--- src/rtl/alu_pkg.sv ---
package alu_pkg;

  typedef enum logic [1:0] {
    CLS_UPPER = 2'd0,
    CLS_LESS  = 2'd1,
    CLS_ARITH = 2'd2,
    CLS_BITOP = 2'd3
  } fnClass_t;

  typedef enum logic [1:0] {
    BIT_AND = 2'd0,
    BIT_OR  = 2'd1,
    BIT_XOR = 2'd2,
    BIT_NOR = 2'd3
  } bitOp_t;

  typedef struct packed {
    logic   pickUpper;
    logic   pickLess;
    logic   pickArith;
    logic   pickBitop;
    logic   doSub;
    bitOp_t bitOp;
  } aluStrobes_t;

endpackage

--- src/rtl/alu_addsub.sv ---
module alu_addsub #(
  parameter int WIDTH = 32
) (
  input  logic [WIDTH-1:0] aIn,
  input  logic [WIDTH-1:0] bIn,
  input  logic             doSub,
  output logic [WIDTH-1:0] sumOut,
  output logic             sOvfl,
  output logic             lessOut
);
  localparam int MSB = WIDTH - 1;

  logic [WIDTH-1:0] bOp;
  logic [WIDTH:0]   wideSum;

  always_comb begin
    bOp     = doSub ? ~bIn : bIn;
    wideSum = {1'b0, aIn} + {1'b0, bOp} + {{WIDTH{1'b0}}, doSub};
    sumOut  = wideSum[MSB:0];
    sOvfl   = (aIn[MSB] == bOp[MSB]) && (sumOut[MSB] != aIn[MSB]);
    lessOut = sumOut[MSB] ^ sOvfl;
  end

  // equal operands under subtract are never less-than
  always_comb begin
    if (doSub && (aIn == bIn)) begin
      eq_not_less_chk: assert (!lessOut && (sumOut == '0))
        else $error("equal operands flagged less or nonzero difference");
    end
  end
endmodule

--- src/rtl/alu_bitop.sv ---
module alu_bitop
  import alu_pkg::*;
#(
  parameter int WIDTH = 32
) (
  input  logic [WIDTH-1:0] aIn,
  input  logic [WIDTH-1:0] bIn,
  input  bitOp_t           bitOp,
  output logic [WIDTH-1:0] bitOut
);
  always_comb begin
    unique case (bitOp)
      BIT_AND: bitOut = aIn & bIn;
      BIT_OR:  bitOut = aIn | bIn;
      BIT_XOR: bitOut = aIn ^ bIn;
      default: bitOut = ~(aIn | bIn);
    endcase
  end
endmodule

--- src/rtl/alu_ctrl.sv ---
module alu_ctrl
  import alu_pkg::*;
(
  input  logic [1:0]  fnClass,
  input  logic        subSel,
  input  logic [1:0]  logicSel,
  output aluStrobes_t strobes
);
  fnClass_t cls;

  always_comb begin
    cls               = fnClass_t'(fnClass);
    strobes.pickUpper = (cls == CLS_UPPER);
    strobes.pickLess  = (cls == CLS_LESS);
    strobes.pickArith = (cls == CLS_ARITH);
    strobes.pickBitop = (cls == CLS_BITOP);
    strobes.doSub     = subSel;
    strobes.bitOp     = bitOp_t'(logicSel);
  end

  // exactly one result class is picked for every select value
  always_comb begin
    sel_onehot_chk: assert ($countones({strobes.pickUpper, strobes.pickLess,
                                        strobes.pickArith, strobes.pickBitop}) == 1)
      else $error("class strobes not one-hot");
  end
endmodule

--- src/rtl/alu_datapath.sv ---
module alu_datapath
  import alu_pkg::*;
#(
  parameter int WIDTH = 32,
  parameter int IMM_W = 16
) (
  input  logic [WIDTH-1:0] xIn,
  input  logic [WIDTH-1:0] yIn,
  input  logic [IMM_W-1:0] immIn,
  input  aluStrobes_t      strobes,
  output logic [WIDTH-1:0] result,
  output logic             zeroFlag,
  output logic             ovflFlag
);
  localparam int LOW_W = WIDTH - IMM_W;

  logic [WIDTH-1:0] sumVal;
  logic [WIDTH-1:0] bitVal;
  logic [WIDTH-1:0] upperVal;
  logic             sumOvfl;
  logic             lessVal;

  alu_addsub #(.WIDTH(WIDTH)) u_addsub (
    .aIn(xIn), .bIn(yIn), .doSub(strobes.doSub),
    .sumOut(sumVal), .sOvfl(sumOvfl), .lessOut(lessVal)
  );

  alu_bitop #(.WIDTH(WIDTH)) u_bitop (
    .aIn(xIn), .bIn(yIn), .bitOp(strobes.bitOp), .bitOut(bitVal)
  );

  generate
    if (LOW_W > 0) begin : g_padLow
      assign upperVal = {immIn, {LOW_W{1'b0}}};
    end else begin : g_noPad
      assign upperVal = immIn[WIDTH-1:0];
    end
  endgenerate

  always_comb begin
    result = '0;
    if (strobes.pickUpper) result = upperVal;
    if (strobes.pickLess)  result = {{(WIDTH-1){1'b0}}, lessVal};
    if (strobes.pickArith) result = sumVal;
    if (strobes.pickBitop) result = bitVal;
    zeroFlag = (sumVal == '0);
    ovflFlag = strobes.pickArith & sumOvfl;
  end

  // set-less-than leaves every bit above bit 0 clear
  always_comb begin
    if (strobes.pickLess) begin
      less_upper_clear_chk: assert (result[WIDTH-1:1] == '0)
        else $error("set-less-than result has upper bits set");
    end
  end

  // overflow only reported in the arithmetic class
  always_comb begin
    if (ovflFlag) begin
      no_overflow_chk: assert (strobes.pickArith)
        else $error("overflow flagged outside arithmetic class");
    end
  end

  // zero flag and arithmetic result agree
  always_comb begin
    if (strobes.pickArith) begin
      zero_match_chk: assert (zeroFlag == (result == '0))
        else $error("zero flag disagrees with arithmetic result");
    end
  end

  // upper-immediate low bits are zero and upper bits carry the immediate
  generate
    if (LOW_W > 0) begin : g_upperChk
      always_comb begin
        if (strobes.pickUpper) begin
          upper_low_zero_chk: assert ((result[LOW_W-1:0] == '0) &&
                                      (result[WIDTH-1:LOW_W] == immIn))
            else $error("upper-immediate placement wrong");
        end
      end
    end
  endgenerate
endmodule

--- src/rtl/multiclass_alu.sv ---
module multiclass_alu
  import alu_pkg::*;
#(
  parameter int WIDTH = 32,
  parameter int IMM_W = 16
) (
  input  logic [WIDTH-1:0] xIn,
  input  logic [WIDTH-1:0] yIn,
  input  logic [IMM_W-1:0] immIn,
  input  logic [1:0]       fnClass,
  input  logic             subSel,
  input  logic [1:0]       logicSel,
  output logic [WIDTH-1:0] result,
  output logic             zeroFlag,
  output logic             ovflFlag
);
  aluStrobes_t strobes;

  alu_ctrl u_ctrl (
    .fnClass(fnClass), .subSel(subSel), .logicSel(logicSel), .strobes(strobes)
  );

  alu_datapath #(.WIDTH(WIDTH), .IMM_W(IMM_W)) u_datapath (
    .xIn(xIn), .yIn(yIn), .immIn(immIn), .strobes(strobes),
    .result(result), .zeroFlag(zeroFlag), .ovflFlag(ovflFlag)
  );
endmodule

--- config.mk ---
export PLATFORM = sky130hd
export DESIGN_NAME = multiclass_alu
export DESIGN_NICKNAME = d
export VERILOG_FILES = /design/src/rtl/alu_pkg.sv /design/src/rtl/alu_addsub.sv /design/src/rtl/alu_bitop.sv /design/src/rtl/alu_ctrl.sv /design/src/rtl/alu_datapath.sv /design/src/rtl/multiclass_alu.sv
export SDC_FILE = /design/constraint.sdc
export NUM_CORES = 1
export LEC_CHECK = 0
export BUFFER_PORTS_ARGS = -buffer_cell sky130_fd_sc_hd__buf_2
export CAP_MARGIN = 40
export CORE_MARGIN = 2
export CORE_UTILIZATION = 60
export DETAILED_ROUTE_END_ITERATION = 8
export PLACE_DENSITY = 0.91
export SLEW_MARGIN = 20
export SYNTH_ARGS = -nofsm -noshare
export SYNTH_HDL_FRONTEND = slang
export SYNTH_SLANG_ARGS = --single-unit
--- constraint.sdc ---
create_clock -name vclk -period 14.8
set_clock_uncertainty 0.2 [all_clocks]
set_input_delay 1.48 -clock vclk [all_inputs]
set_output_delay 1.48 -clock vclk [all_outputs]
set_load 0.01 [all_outputs]
**Word-level counts from Yosys, hierarchy flattened**

Index checks and enable logic that the tools add are counted.

- Bitwise gates (word level): 7
- Add/sub/neg operators: 2
- Mux-type cells: 6
- Reductions and logical operators: 4
- Equality and inequality tests: 7

Operators with widths:

| operator | count |
|---|---|
| two-way mux 32 bit | 5 |
| case mux 32 bit (3 select lines) | 1 |
| NOT 32 bit | 2 |
| adder 32 x 1 -> 32 bit | 1 |
| adder 32 bit | 1 |
| bitwise AND 32 bit | 1 |
| zero test 32 bit | 1 |
| bitwise OR 32 bit | 1 |
| XOR 32 bit | 1 |
| equality test 2 bit, second input constant | 3 |
| equality test 2 x 1 -> 1 bit, second input constant | 2 |
| zero test 2 bit | 2 |
| bitwise AND 1 bit | 1 |
| equality test 1 bit | 1 |
| logical AND 1 bit | 1 |
| != test 1 bit | 1 |
| XOR 1 bit | 1 |

- Output and inout bits: 34
- Input bits: 85
- Logic and storage cells: 26
- Register bits after elaboration: 0

**Depth between registers and ports, before layout**

Gate-level depths: netlist of the first run.

- Depth after elaboration: 10
- Depth in mapped cells: 15
- Gate-level depth less buffers: 13

**Hierarchy**

A second synthesis of the first run with hierarchy kept.

- Cells, all modules: 679
- Area total of the unflattened synthesis: 4872.2 um2

By module, submodules not included:

| module | cells an instance | area an instance (um2) | seq. area each (um2) | times used |
|---|---|---|---|---|
| alu_bitop | 306 | 2242.2 | 0.0 | 1 |
| alu_addsub | 292 | 2049.5 | 0.0 | 1 |
| alu_datapath | 74 | 531.8 | 0.0 | 1 |
| alu_ctrl | 7 | 48.8 | 0.0 | 1 |

**Worst setup path before layout of the first run**

No wires, ideal clock.

- Path kind: input-to-output
- From: input subSel
- To: output zeroFlag
- Slack: 7983 ps
- Arrival: 5137 ps
- Required time: 13120 ps
- Cell stages on the path: 14
- Path through: clkbuf_1 buf_1 xor2_1 fa_1 a21o_2 a311oi_2 nor3_1 or3_1 a21oi_1 xor2_1 o31ai_1 or4b_1 nor4_1 and4_1

- Longest elaborated chain between the ends: 4

RTL lines:

| what | RTL line | text |
|---|---|---|
| from (decl) | multiclass_alu.sv:11 | `input logic subSel,` |
| two-way mux 32 bit | alu_addsub.sv:17 | `bOp = doSub ? ~bIn : bIn;` |
| adder 32 bit | alu_addsub.sv:18 | `wideSum = {1'b0, aIn} + {1'b0, bOp} + {{WIDTH{1'b0}}, doSub};` |
| adder 32 x 1 -> 32 bit (*) | alu_addsub.sv:18 |  |
| zero test 32 bit (*) | alu_datapath.sv:46 | `zeroFlag = (sumVal == '0);` |
| to (decl) | multiclass_alu.sv:14 | `output logic zeroFlag,` |

Mark *: on every way between the ends. The rest lies on a longest branch, timed or not.

**Worst setup path after layout of the first run**

Same ends and word-level chain as after synthesis.

==> results of run 1 <==
worst paths after layout:
| kind | from | to | depth (start not counted) |
|---|---|---|---|
| setup / recovery | subSel | zeroFlag | 16 |
| hold / removal | immIn[9] | result[25] | 4 |
metal layers:
metal | track usage (%) | share of wire [%] | wire (um) | vias up
met5 | 0 | 0 | 0 | -
met2 | 53.4 | 50 | 6310 | 138
met3 | 1.45 | 4.2 | 524 | 20
met1 | 34.3 | 44 | 5530 | 2253
met4 | 4.53 | 1.3 | 165 | 0
li1 | - | - | - | 2468
kinds of logic after synthesis:
| family | share of synthesized area [%] |
|---|---|
| compound gates | 23.1 |
| simple gates | 17.5 |
| buf+inv | 9.44 |
| fa+ha+maj | 26.1 |
| xor+xnor | 16.7 |
| mux | 7.06 |
cells in the mapped netlist, types with 3 or more instances:
master                      n
sky130_fd_sc_hd__ha_1      98
sky130_fd_sc_hd__nand2_1   73
sky130_fd_sc_hd__inv_1     70
sky130_fd_sc_hd__xor2_1    53
sky130_fd_sc_hd__o21ai_0   48
sky130_fd_sc_hd__a21oi_1   44
sky130_fd_sc_hd__xnor2_1   38
sky130_fd_sc_hd__mux2i_1   28
sky130_fd_sc_hd__nor2_1    24
sky130_fd_sc_hd__clkbuf_1  23
sky130_fd_sc_hd__nor2b_1   19
sky130_fd_sc_hd__o21ai_1   11
sky130_fd_sc_hd__a22o_1    10
sky130_fd_sc_hd__nand4_1   10
sky130_fd_sc_hd__o211ai_1   8
sky130_fd_sc_hd__a21o_1     7
sky130_fd_sc_hd__buf_1      7
sky130_fd_sc_hd__nand2b_1   6
sky130_fd_sc_hd__nor3_1     6
sky130_fd_sc_hd__a211oi_1   5
sky130_fd_sc_hd__a31oi_1    5
sky130_fd_sc_hd__buf_6      5
sky130_fd_sc_hd__and4_1     4
sky130_fd_sc_hd__mux2_2     4
sky130_fd_sc_hd__nand3_1    4
sky130_fd_sc_hd__a22oi_1    3
sky130_fd_sc_hd__o31ai_1    3
sky130_fd_sc_hd__or3_1      3
area by class of cell:
type	instances	area (um2)	share of cell area (%)
inverter	71	267	4.93
multi-input combinational	559	4320	80.0
tap	102	128	2.36
timing repair buffer	124	688	12.7
layout by cell type (no fill, tap or decap), types with 2 or more instances in the layout:
cell type / synthesis / layout
sky130_fd_sc_hd__buf_2: 0 / 118
sky130_fd_sc_hd__ha_1: 98 / 98
sky130_fd_sc_hd__nand2_1: 73 / 73
sky130_fd_sc_hd__inv_1: 70 / 70
sky130_fd_sc_hd__xor2_1: 53 / 53
sky130_fd_sc_hd__o21ai_0: 48 / 48
sky130_fd_sc_hd__a21oi_1: 44 / 44
sky130_fd_sc_hd__xnor2_1: 38 / 38
sky130_fd_sc_hd__mux2i_1: 28 / 28
sky130_fd_sc_hd__nor2_1: 24 / 24
sky130_fd_sc_hd__nor2b_1: 19 / 19
sky130_fd_sc_hd__o21ai_1: 11 / 11
sky130_fd_sc_hd__nand4_1: 10 / 10
sky130_fd_sc_hd__a22o_1: 10 / 10
sky130_fd_sc_hd__o211ai_1: 8 / 8
sky130_fd_sc_hd__a21o_1: 7 / 7
sky130_fd_sc_hd__nor3_1: 6 / 6
sky130_fd_sc_hd__nand2b_1: 6 / 6
sky130_fd_sc_hd__a211oi_1: 5 / 5
sky130_fd_sc_hd__a31oi_1: 5 / 5
sky130_fd_sc_hd__nand3_1: 4 / 4
sky130_fd_sc_hd__and4_1: 4 / 4
sky130_fd_sc_hd__mux2_2: 4 / 4
sky130_fd_sc_hd__a22oi_1: 3 / 3
sky130_fd_sc_hd__or3_1: 3 / 3
sky130_fd_sc_hd__o31ai_1: 3 / 3
sky130_fd_sc_hd__buf_4: 2 / 3
sky130_fd_sc_hd__a2111oi_4: 2 / 2
sky130_fd_sc_hd__and3_1: 2 / 2
sky130_fd_sc_hd__nor4b_1: 2 / 2
sky130_fd_sc_hd__a21boi_1: 2 / 2
sky130_fd_sc_hd__o22ai_1: 2 / 2
sky130_fd_sc_hd__o21bai_1: 2 / 2
sky130_fd_sc_hd__a21boi_0: 2 / 2
sky130_fd_sc_hd__buf_16: 0 / 2
critical path, delay by kind of cell:
family	cells	cell delay (ns)
and+or+nand+nor	5	1.69
buffers and inverters	4	0.76
xor gates and xnor gates	1	0.21
muxes	1	0.24
adders and majority gates	1	0.41
AOI/OAI and AO/OA	4	0.92
power groups by stage:
stage	registers, mW	clock network [mW]	logic [mW]
2_1_floorplan	0	0	0.185
3_3_place_gp	0	0	0.241
3_5_place_dp	0	0	0.251
4_1_cts	0	0	0.253
5_1_grt	0	0	0.282
6_report	0	0	0.255
per-stage QoR:
stage                     area [um2]  util, %  setup slack (ns)  power (mW)  hold slack, ns
final                           5400     69.9              7.41       0.255            3.04
after global routing            5400     69.9              6.99       0.282            3.08
after CTS                       5390     69.8              7.50       0.253            3.04
after detailed placement        5390     69.8              7.51       0.251            3.04
after global placement          5320     68.8              7.45       0.241            3.04
after floorplan                 4770        -              7.98       0.185            2.88
==> metrics list, run 1 <==
- The post-route netlist has 19.2% of its cells at a drive strength greater than 1.
* Hold buffer count at cts: 0
- Area of the die: 8680 um2
* Die Span Y: 93.2 um
- Summed over all cells, the static leakage comes to 2.87 nW.
* Core region area: 7730 um2
- The largest single stage delay on the critical path is 0.52 ns.
- Setup repair after global routing missed its margin: false
- Measured against its own limit, the worst slew margin works out to 49.2%.
* Gates resized, CTS repair: 0
* Sum Neg Setup Slack: 0 ns
* Via-to-Cell Ratio: 5.70
* Crit path capture type: output pin
* Number of sequential cells in the layout: 0
- The number of setup buffers added after CTS is 0.
- Walking the worst path, the cells encountered are buf_2 > buf_16 > mux2i_1 > inv_1 > fa_1 > a21o_2 > a311oi_2 > nor3_1 > or3_1 > a21oi_1 > xor2_1 > o31ai_1 > or4b_1 > nor4_1 > and4_1 > buf_2.
- GPL Wtd Cong: 0.913
- Effective utilization at floorplan: 61.7%
* Flip-flop and latch area: 0 um2
- Data required time at the worst endpoint: 13.12 ns
- The path class of the tightest hold or removal check is in -> out.
* Detailed Place HPWL: 10,500 um
- Syn Nets: 851
- Total of warnings raised by yosys: 0
* Count of mapped cells out of synthesis: 667
- Proportion of synthesized chip area in sequential cells: 0%
- The number of antenna violations at the first check in global routing came to 0.
* Final cell count without fillers: 856
* Final count of negative-setup-slack endpoints: 0
* Time the worst path needs with I/O delays and setup: 7.39 ns
* Placed instance count: 855
- Sequential Power Share: 0%
- Counting the fill cells in the layout gives 656.
- Pin count of the biggest net entering global routing: 38
- After layout, the worst path uses 50.0% of the clock period.
* Number of maximum-capacitance constraint violations: 0
- Endpoints failing hold: 0
* Post-Syn Area per Cell: 7.15 um2
- # clk buffers: 0
- Summed over all layers, the global routing overflow is 0.
- Cell types occupying the most area after synthesis: sky130_fd_sc_hd__ha_1 26%, sky130_fd_sc_hd__xor2_1 9.7%, sky130_fd_sc_hd__xnor2_1 7.0%
- Via count of the routed design: 4,879
- Share of the synthesized area in the top cell type: 25.7%
- STA puts the critical path data arrival time at 5.71 ns.
- Combinational power share: 100.0%
- For this design the total switching power over the nets is 0.147 mW.
- IO Port Bufs: 119
* Global-route wire length before repair: 20,600 um
* Vias in the first global route: 4,708
- Counting distinct cell types in the post-synthesis netlist gives 68.
- Maximum achievable frequency: 135 MHz
- Area leader, netlist: sky130_fd_sc_hd__ha_1
* IO Pins: 119
- Critical path's slowest cell: sky130_fd_sc_hd__or4b_1
* Clock power share: 0%
* Count of nets left with antenna violations after detail routing: 0
* PwrDens: 47.2 nW/um2
* Count of TritonRoute iterations in the first routing pass: 4
- DRC violations left: 0
- The cell area that synthesis handed to floorplanning was 4770 um2.
- Startpoint type of the worst setup path: primary input
- After detailed routing, the total wire length is 12,500 um.
* Avg WL per Cell: 14.6 um
- For the pin with the worst max-slew slack, the measured transition is 0.743 ns.
- The worst setup path is of the in -> out kind.
- Internal Power: 0.108 mW
- Die extent in x: 93.2 um
* Cell seen most often among critical-path stages: sky130_fd_sc_hd__buf_2
* Placement Rows: 32
- Proportion of total power due to net switching: 57.8%
- The final layout contains 940 nets.
- The run finished with clean final reports.
- The final max-slew violation count came to 0.
- After the first detailed-routing iteration, the DRC count stood at 135.
* Maximum fanout encountered on the critical timing path: 17
* Maximum VDD drop: 0.0244 mV
* Area added between synthesis and finish: 13.2%
* Tot GR Track Use: 27.8%
- The number of antenna diodes in the final layout is 0.
No activity file was read; power rests on OpenSTA's default activity.
==> run 2: changes to the inputs <==
--- a/config.mk
+++ b/config.mk
@@ -8,9 +8,9 @@
 export BUFFER_PORTS_ARGS = -buffer_cell sky130_fd_sc_hd__buf_2
 export CAP_MARGIN = 40
 export CORE_MARGIN = 2
-export CORE_UTILIZATION = 60
+export CORE_UTILIZATION = 52
 export DETAILED_ROUTE_END_ITERATION = 8
-export PLACE_DENSITY = 0.91
+export PLACE_DENSITY = 0.83
 export SLEW_MARGIN = 20
 export SYNTH_ARGS = -nofsm -noshare
 export SYNTH_HDL_FRONTEND = slang
==> constraint.sdc (replaced) <==
create_clock -name vclk -period 6
set_clock_uncertainty 0.2 [all_clocks]
set_input_delay 0.6 -clock vclk [all_inputs]
set_output_delay 0.6 -clock vclk [all_outputs]
set_load 0.01 [all_outputs]
==> metrics list, run 2 (synthesized netlist as in run 1, its figures left out) <==
- The worst voltage drop across the vdd grid came to 0.0617 mV (+150%).
- Hold buffer count at cts: 0 (unchanged)
- The detailed-routed wire length on met3 came to 550 um (+5.0%).
- Highest signal layer in the routed design: met4
* Met2 routed WL: 6040 um (-4.2%)
* WHS Endpoint: result[16]
- Proportion of layout cells with a drive suffix above 1: 19.2% (unchanged)
- Crit path capture type: output pin
* Number of maximum-capacitance constraint violations: 0 (unchanged)
- The power consumption came to 0.624 mW (+140%).
- The count of final setup violators is 0 (unchanged).
- Clock power share: 0% (unchanged)
- The net switching power was 0.363 mW (+150%).
* Number of sequential cells in the layout: 0 (unchanged)
- The routed wirelength normalized by instance count is 14.6 um (-0.44%).
- The number of diodes added for antenna fixing was 0 (unchanged).
* Count of nets left with antenna violations after detail routing: 0 (unchanged)
- The port buffer count came to 119 (unchanged).
- The top cell types in the final layout, fill and taps aside, are 118 x sky130_fd_sc_hd__buf_2, 98 x sky130_fd_sc_hd__ha_1, 73 x sky130_fd_sc_hd__nand2_1.
* DRC violations left: 0 (unchanged)
* Core region area: 8810 um2 (+14%)
* Die extent in x: 99.8 um (+7.1%)
- Vias in the first global route: 4,637 (-1.5%)
* Worst hold slack: 1.30 ns (-1.74 ns)
- GPL Wtd Cong: 0.916 (+0.38%)
- Area added between synthesis and finish: 12.3%
- Hold wc startpoint: immIn[0]
* Startpoint type of the worst setup path: primary input
- PwrDens: 117 nW/um2 (+150%)
- Setup repair after global routing missed its margin: false
- Effective utilization at floorplan: 54.2% (-7.6 points)
- The final max-slew violation count is 0 (unchanged).
* Setup CP Type: in -> out
- Class of the worst hold path: in -> out
- The final critical path takes up 92.0% of the cycle.
- The total leakage power is 2.85 nW (-0.71%).
* Chain of cells forming the critical path: buf_2 > buf_4 > xor2_1 > ha_1 > a21o_1 > a31oi_1 > nand2_1 > a2111oi_0 > o211ai_1 > xnor2_1 > or4b_1 > nor4_1 > and4_1 > buf_2
- The total detailed-routing wirelength came to 12,600 um (+0.26%).
- The number of antenna violations at the first check in global routing was 0 (unchanged).
* Maximum achievable frequency: 181 MHz
- Placement Rows: 34 (+6.3%)
- The worst slew slack as a fraction of its limit is 46.2% (-3.0 points).
* Status: finished, final reports clean
- Endpoints failing hold: 0 (unchanged)
* Via-to-Cell Ratio: 5.66 (-0.61%)
- WP buf/inv: 3 (-1)
- The worst path in the final design needs a cycle of 5.52 ns, including I/O delays and setup.
- Largest incremental delay on the critical path: 0.65 ns (+0.13 ns)
- Tot GR Track Use: 24.4% (-3.3 points)
- Tightest Pin Transition: 0.807 ns (+0.0635 ns)
* # clk buffers: 0 (unchanged)
- The internal power of the cells was 0.262 mW (+140%).
- Leading cell type in the layout, fill and taps excluded: sky130_fd_sc_hd__buf_2
- The first-iteration detailed-routing DRC count is 175 (+30%).
- The HPWL after detailed placement was 10,400 um (-1.0%).
- The largest fanout on the critical path was 20 (+3).
- Final Net Count: 940 (unchanged)
- The I/O pin count was 119 (unchanged).
* Proportion of total power due to net switching: 58.1% (+0.28 points)
* Global route overflow: 0 (unchanged)
- Pin count of the biggest net entering global routing: 65 (+71%)
- The wire length of the first global-routing pass came to 21,100 um (+2.4%).
* Cell seen most often among critical-path stages: sky130_fd_sc_hd__buf_2
- Critical path's slowest cell: sky130_fd_sc_hd__a2111oi_0
- Flip-flop and latch area: 0 um2 (unchanged)
- The data required time at the worst endpoint came to 5.20 ns (-7.92 ns).
* Area of the die: 9950 um2 (+15%)
* Via count of the routed design: 4,883 (+0.082%)
* Sum Neg Setup Slack: 0 ns (unchanged)
- Broken down by cell family, the worst path's largest delay share belongs to compound AO/OA/AOI/OAI gates.
- The proportion of power drawn by combinational gates was 100.0% (about the same).
* Post-Route M1 WL: 5820 um (+5.2%)
- The number of filler instances in the final layout came to 821 (+25%).
- The worst hold path depth was 3 (-1).
* Sequential Power Share: 0% (unchanged)
- Die Span Y: 99.8 um (+7.1%)
- The count of instances resized after the clock tree is built is 0 (unchanged).
- The total setup buffers inserted after CTS was 0 (unchanged).
- The number of search-and-repair iterations in the first detailed-routing pass is 5 (+1).
- The data arrival time of the critical path is 4.72 ns (-0.99 ns).
run 2: cell types whose count changed in the layout (fill, tap and decap cells not counted):
cell and change:
sky130_fd_sc_hd__buf_16 -2, sky130_fd_sc_hd__buf_4 +3, sky130_fd_sc_hd__buf_12 -1
run 2: cell type report:
cell class	count	area, um2	share of cell area (%)
timing repair buffer	124	636	11.9
multi-input combinational	559	4320	80.6
inverter	71	267	4.98
tap	108	135	2.52
run 2: routing by layer:
metal / vias to the layer above / GRT usage (%)
li1: 2468 / -
met1: 2272 / 32.0
met2: 131 / 45.1
met3: 12 / 1.18
met4: 0 / 3.79
met5: - / 0
run 2: worst max-delay path by stage:
stage,startpoint,end,slack (ns),depth (start not counted)
after global placement,subSel,zeroFlag,0.71,14
after global routing,subSel,zeroFlag,0.32,14
after floorplan,subSel,zeroFlag,0.94,14
after CTS,subSel,zeroFlag,0.61,14
after detailed placement,subSel,zeroFlag,0.62,14
final,subSel,zeroFlag,0.48,14
run 2: power groups by stage:
stage | Combinational, mW | Sequential, mW | Clock [mW]
2_1_floorplan | 0.456 | 0 | 0
3_3_place_gp | 0.605 | 0 | 0
3_5_place_dp | 0.618 | 0 | 0
4_1_cts | 0.622 | 0 | 0
5_1_grt | 0.697 | 0 | 0
6_report | 0.624 | 0 | 0
run 2: per-stage QoR:
stage          worst slack, ns  utilization, %  instance area, um2  std cells
4_1_cts                  0.607            60.7                5350        861
2_1_floorplan            0.943               -                4770        667
3_3_place_gp             0.708            60.7                5350        861
3_5_place_dp             0.622            60.7                5350        861
6_report                 0.483            60.8                5360        862
5_1_grt                  0.319            60.8                5360        862
==> run 3: changes to the inputs <==
--- a/config.mk
+++ b/config.mk
@@ -5,7 +5,7 @@
 export SDC_FILE = /design/constraint.sdc
 export NUM_CORES = 1
 export LEC_CHECK = 0
-export BUFFER_PORTS_ARGS = -buffer_cell sky130_fd_sc_hd__buf_2
+export BUFFER_PORTS_ARGS = -buffer_cell sky130_fd_sc_hd__buf_4
 export CAP_MARGIN = 40
 export CORE_MARGIN = 2
 export CORE_UTILIZATION = 52
@@ -14,4 +14,5 @@
 export SLEW_MARGIN = 20
 export SYNTH_ARGS = -nofsm -noshare
 export SYNTH_HDL_FRONTEND = slang
+export SYNTH_HIERARCHICAL = 1
 export SYNTH_SLANG_ARGS = --single-unit
==> constraint.sdc (replaced) <==
create_clock -name vclk -period 6
set_clock_uncertainty 0.2 [all_clocks]
set_input_delay 0.3 -clock vclk [all_inputs]
set_output_delay 0.3 -clock vclk [all_outputs]
set_load 0.01 [all_outputs]
==> metrics list, run 3 <==
- GRT met1 Usage: 33.2% (+1.2 points)
- PwrDens: 117 nW/um2 (about the same)
- Class of the worst hold path: in -> out
- Drt first-iter violations: 273 (+56%)
- Avg WL per Cell: 15.7 um (+7.8%)
- The aggregate negative setup slack is 0 ns (unchanged).
- Placement Rows: 35 (+2.9%)
- The global-route total usage across every layer came to 25.7% (+1.3 points).
- The I/O pin count came to 119 (unchanged).
* Number of maximum-capacitance constraint violations: 0 (unchanged)
- Parity-gate share of the synthesized area counting xor and xnor cells: 11.1% (-5.6 points)
* Critical path's slowest cell: sky130_fd_sc_hd__a2111oi_0
- The HPWL after detailed placement came to 10,900 um (+5.3%).
- Count of nets left with antenna violations after detail routing: 0 (unchanged)
- The wire length of the first global-routing pass came to 22,200 um (+5.5%).
- Walking the worst path, the cells encountered are buf_4 > xor2_1 > ha_1 > o21ai_0 > a2111oi_0 > a21bo_2 > nand2_1 > a31oi_2 > o21ai_0 > xnor2_1 > nor4_1 > nand4_1 > nor2_1 > buf_4.
* Global route overflow: 0 (unchanged)
- The average cell area after synthesis was 7.18 um2 (+0.35%).
- Proportion of synthesized chip area in sequential cells: 0% (unchanged)
- Final Net Count: 941 (+0.11%)
- Final count of negative-setup-slack endpoints: 0 (unchanged)
- The highest clock rate was 238 MHz (+31%).
- Number of antenna violations at the first check in global routing: 0 (unchanged)
* GR met3 Demand/Resource: 1.32% (+0.13 points)
- The flip-flop and latch count was 0 (unchanged).
- Time the worst path needs with I/O delays and setup: 4.20 ns (-1.32 ns)
- The DRC violation count after routing came to 0 (unchanged).
- IO Port Bufs: 119 (unchanged)
* Worst setup timing slack at the placement stage: 1.88 ns (+1.26 ns)
- The vertical die dimension came to 101 um (+1.0%).
- Status: finished, final reports clean
* Cell types occupying the most area after synthesis: sky130_fd_sc_hd__ha_1 24%, sky130_fd_sc_hd__mux2_4 8.6%, sky130_fd_sc_hd__xor2_1 7.9%
- After synthesis, the largest family of logic cells by area is compound AO/OA/AOI/OAI gates.
- Leakage dissipation: 3.03 nW (+6.5%)
* Share of the synthesized area in the top cell type: 24.1% (-1.6 points)
- Synth Area in Compound Gates: 26.2% (+3.0 points)
* Top Family by Delay on Critical Path: compound AO/OA/AOI/OAI gates
- The library cell used most frequently in the layout, excluding fill and tap cells, is sky130_fd_sc_hd__buf_4.
* Most used routing layer in global routing: met2
* Die extent in x: 101 um (+1.0%)
- Global-route met2 utilization: 48.3% (+3.2 points)
* Proportion of layout cells with a drive suffix above 1: 22.0% (+2.8 points)
- By count the netlist is led by 95 x sky130_fd_sc_hd__inv_1, 94 x sky130_fd_sc_hd__ha_1, 86 x sky130_fd_sc_hd__nand2_1, 53 x sky130_fd_sc_hd__o21ai_0, 44 x sky130_fd_sc_hd__xor2_1.
- # clk buffers: 0 (unchanged)
- Gates resized, CTS repair: 0 (unchanged)
- Hold buffer count at cts: 0 (unchanged)
- The net count after synthesis came to 859 (+0.94%).
* Area of the die: 10,200 um2 (+2.1%)
- The data arrival time of the critical path was 3.70 ns (-1.02 ns).
* Area added between synthesis and finish: 16.4%
- Via count of the routed design: 5,125 (+5.0%)
- The number of diodes added for antenna fixing was 0 (unchanged).
- The total detailed-routing wirelength was 13,700 um (+8.8%).
- Setup repair after global routing left no endpoint under its margin.
* Share of synthesized area spent on multiplexers: 8.83% (+1.8 points)
- The buffers plus inverters on the worst setup path was 2 (-1).
- The number of instances in the synthesized netlist came to 679 (+1.8%).
- The final max-slew violation count was 0 (unchanged).
* Maximum VDD drop: 0.0638 mV (+3.4%)
- In the layout the commonest cells are 121 x sky130_fd_sc_hd__buf_4, 95 x sky130_fd_sc_hd__inv_1, 94 x sky130_fd_sc_hd__ha_1.
- Endpoints failing hold: 0 (unchanged)
- Setup CP Type: in -> out
- Slack of the critical path: 1.80 ns (+1.32 ns)
- The share of synthesized cell area in full adder, half adder and majority cells came to 24.6% (-1.6 points).
- The largest incremental delay on the critical path was 0.54 ns (-0.11 ns).
* Vias in the first global route: 4,952 (+6.8%)
- Most numerous cell in the Yosys netlist: sky130_fd_sc_hd__inv_1
* Total of warnings raised by yosys: 6 (+6)
* Effective utilization at floorplan: 53.2% (-0.93 points)
- Maximum fanout encountered on the critical timing path: 32 (+60%)
- The cell area after technology mapping was 4870 um2 (+2.2%).
- The number of search-and-repair iterations in the first detailed-routing pass is 8 (+3).
- The simple-gate share of the synthesized area was 16.6% (-0.96 points).
* Flip-flop and latch area: 0 um2 (unchanged)
- Pin count of the biggest net entering global routing: 65 (unchanged)
- Final Cycle Share: 70.0% (-22 points)
* Data required time at the worst endpoint: 5.50 ns (+0.30 ns)
* Max-slew headroom: 44.2% (-2.1 points)
- The worst setup path is captured at an output pin.
* Core region area: 9150 um2 (+3.9%)
- Post-synthesis cell type count: 61 (-10%)
* Startpoint type of the worst setup path: primary input
* GPL Wtd Cong: 0.958 (+4.5%)
- The average via count per standard cell came to 5.89 (+4.0%).
- The pin slew with the least headroom to its limit came to 0.837 ns (+0.0308 ns).
- Area leader, netlist: sky130_fd_sc_hd__ha_1
- The total setup buffers inserted after CTS was 0 (unchanged).
==> run 3: logic make-up (layout without fill, tap and decap cells) <==
logic type | after synthesis | after routing
AOI/OAI and AO/OA | 194 | 194
and+or+nand+nor | 162 | 162
buffers and inverters | 137 | 217
adders and majority gates | 95 | 95
xor gates and xnor gates | 62 | 62
muxes | 29 | 29
==> run 3: final cells by class <==
cell class / instances / area [um2]
inverters: 95 / 357
multi-input cells: 542 / 4250
fillers: 858 / 3480
well taps: 111 / 139
repair buffers: 122 / 920
==> run 3: final timing paths <==
check | slack (ns) | cells past startpoint | to | startpoint
max | 1.80 | 14 | zeroFlag | subSel
min | 0.71 | 4 | result[17] | immIn[1]
==> run 3: through the flow <==
step	cells	utilization, %	power, mW	instance area (um2)	hold WS, ns
2_1_floorplan	679	-	0.451	4870	0.551
3_3_place_gp	869	61.8	0.635	5660	0.706
3_5_place_dp	870	61.9	0.649	5670	0.710
4_1_cts	870	61.9	0.653	5670	0.711
5_1_grt	870	61.9	0.724	5670	0.716
6_report	870	61.9	0.661	5670	0.709
==> run 3: power by group <==
part           leakage (nW)  internal, mW  switching, mW  total, mW
Combinational          3.03         0.292          0.369      0.661
Sequential                0             0              0          0
Clock                     0             0              0          0
==> run 3: routing by layer <==
layer	vias up	part of all wire, %	wire (um)
met5	-	0	0
met4	0	0.64	87
li1	2528	-	-
met1	2432	45	6130
met2	155	50	6810
met3	10	4.7	639
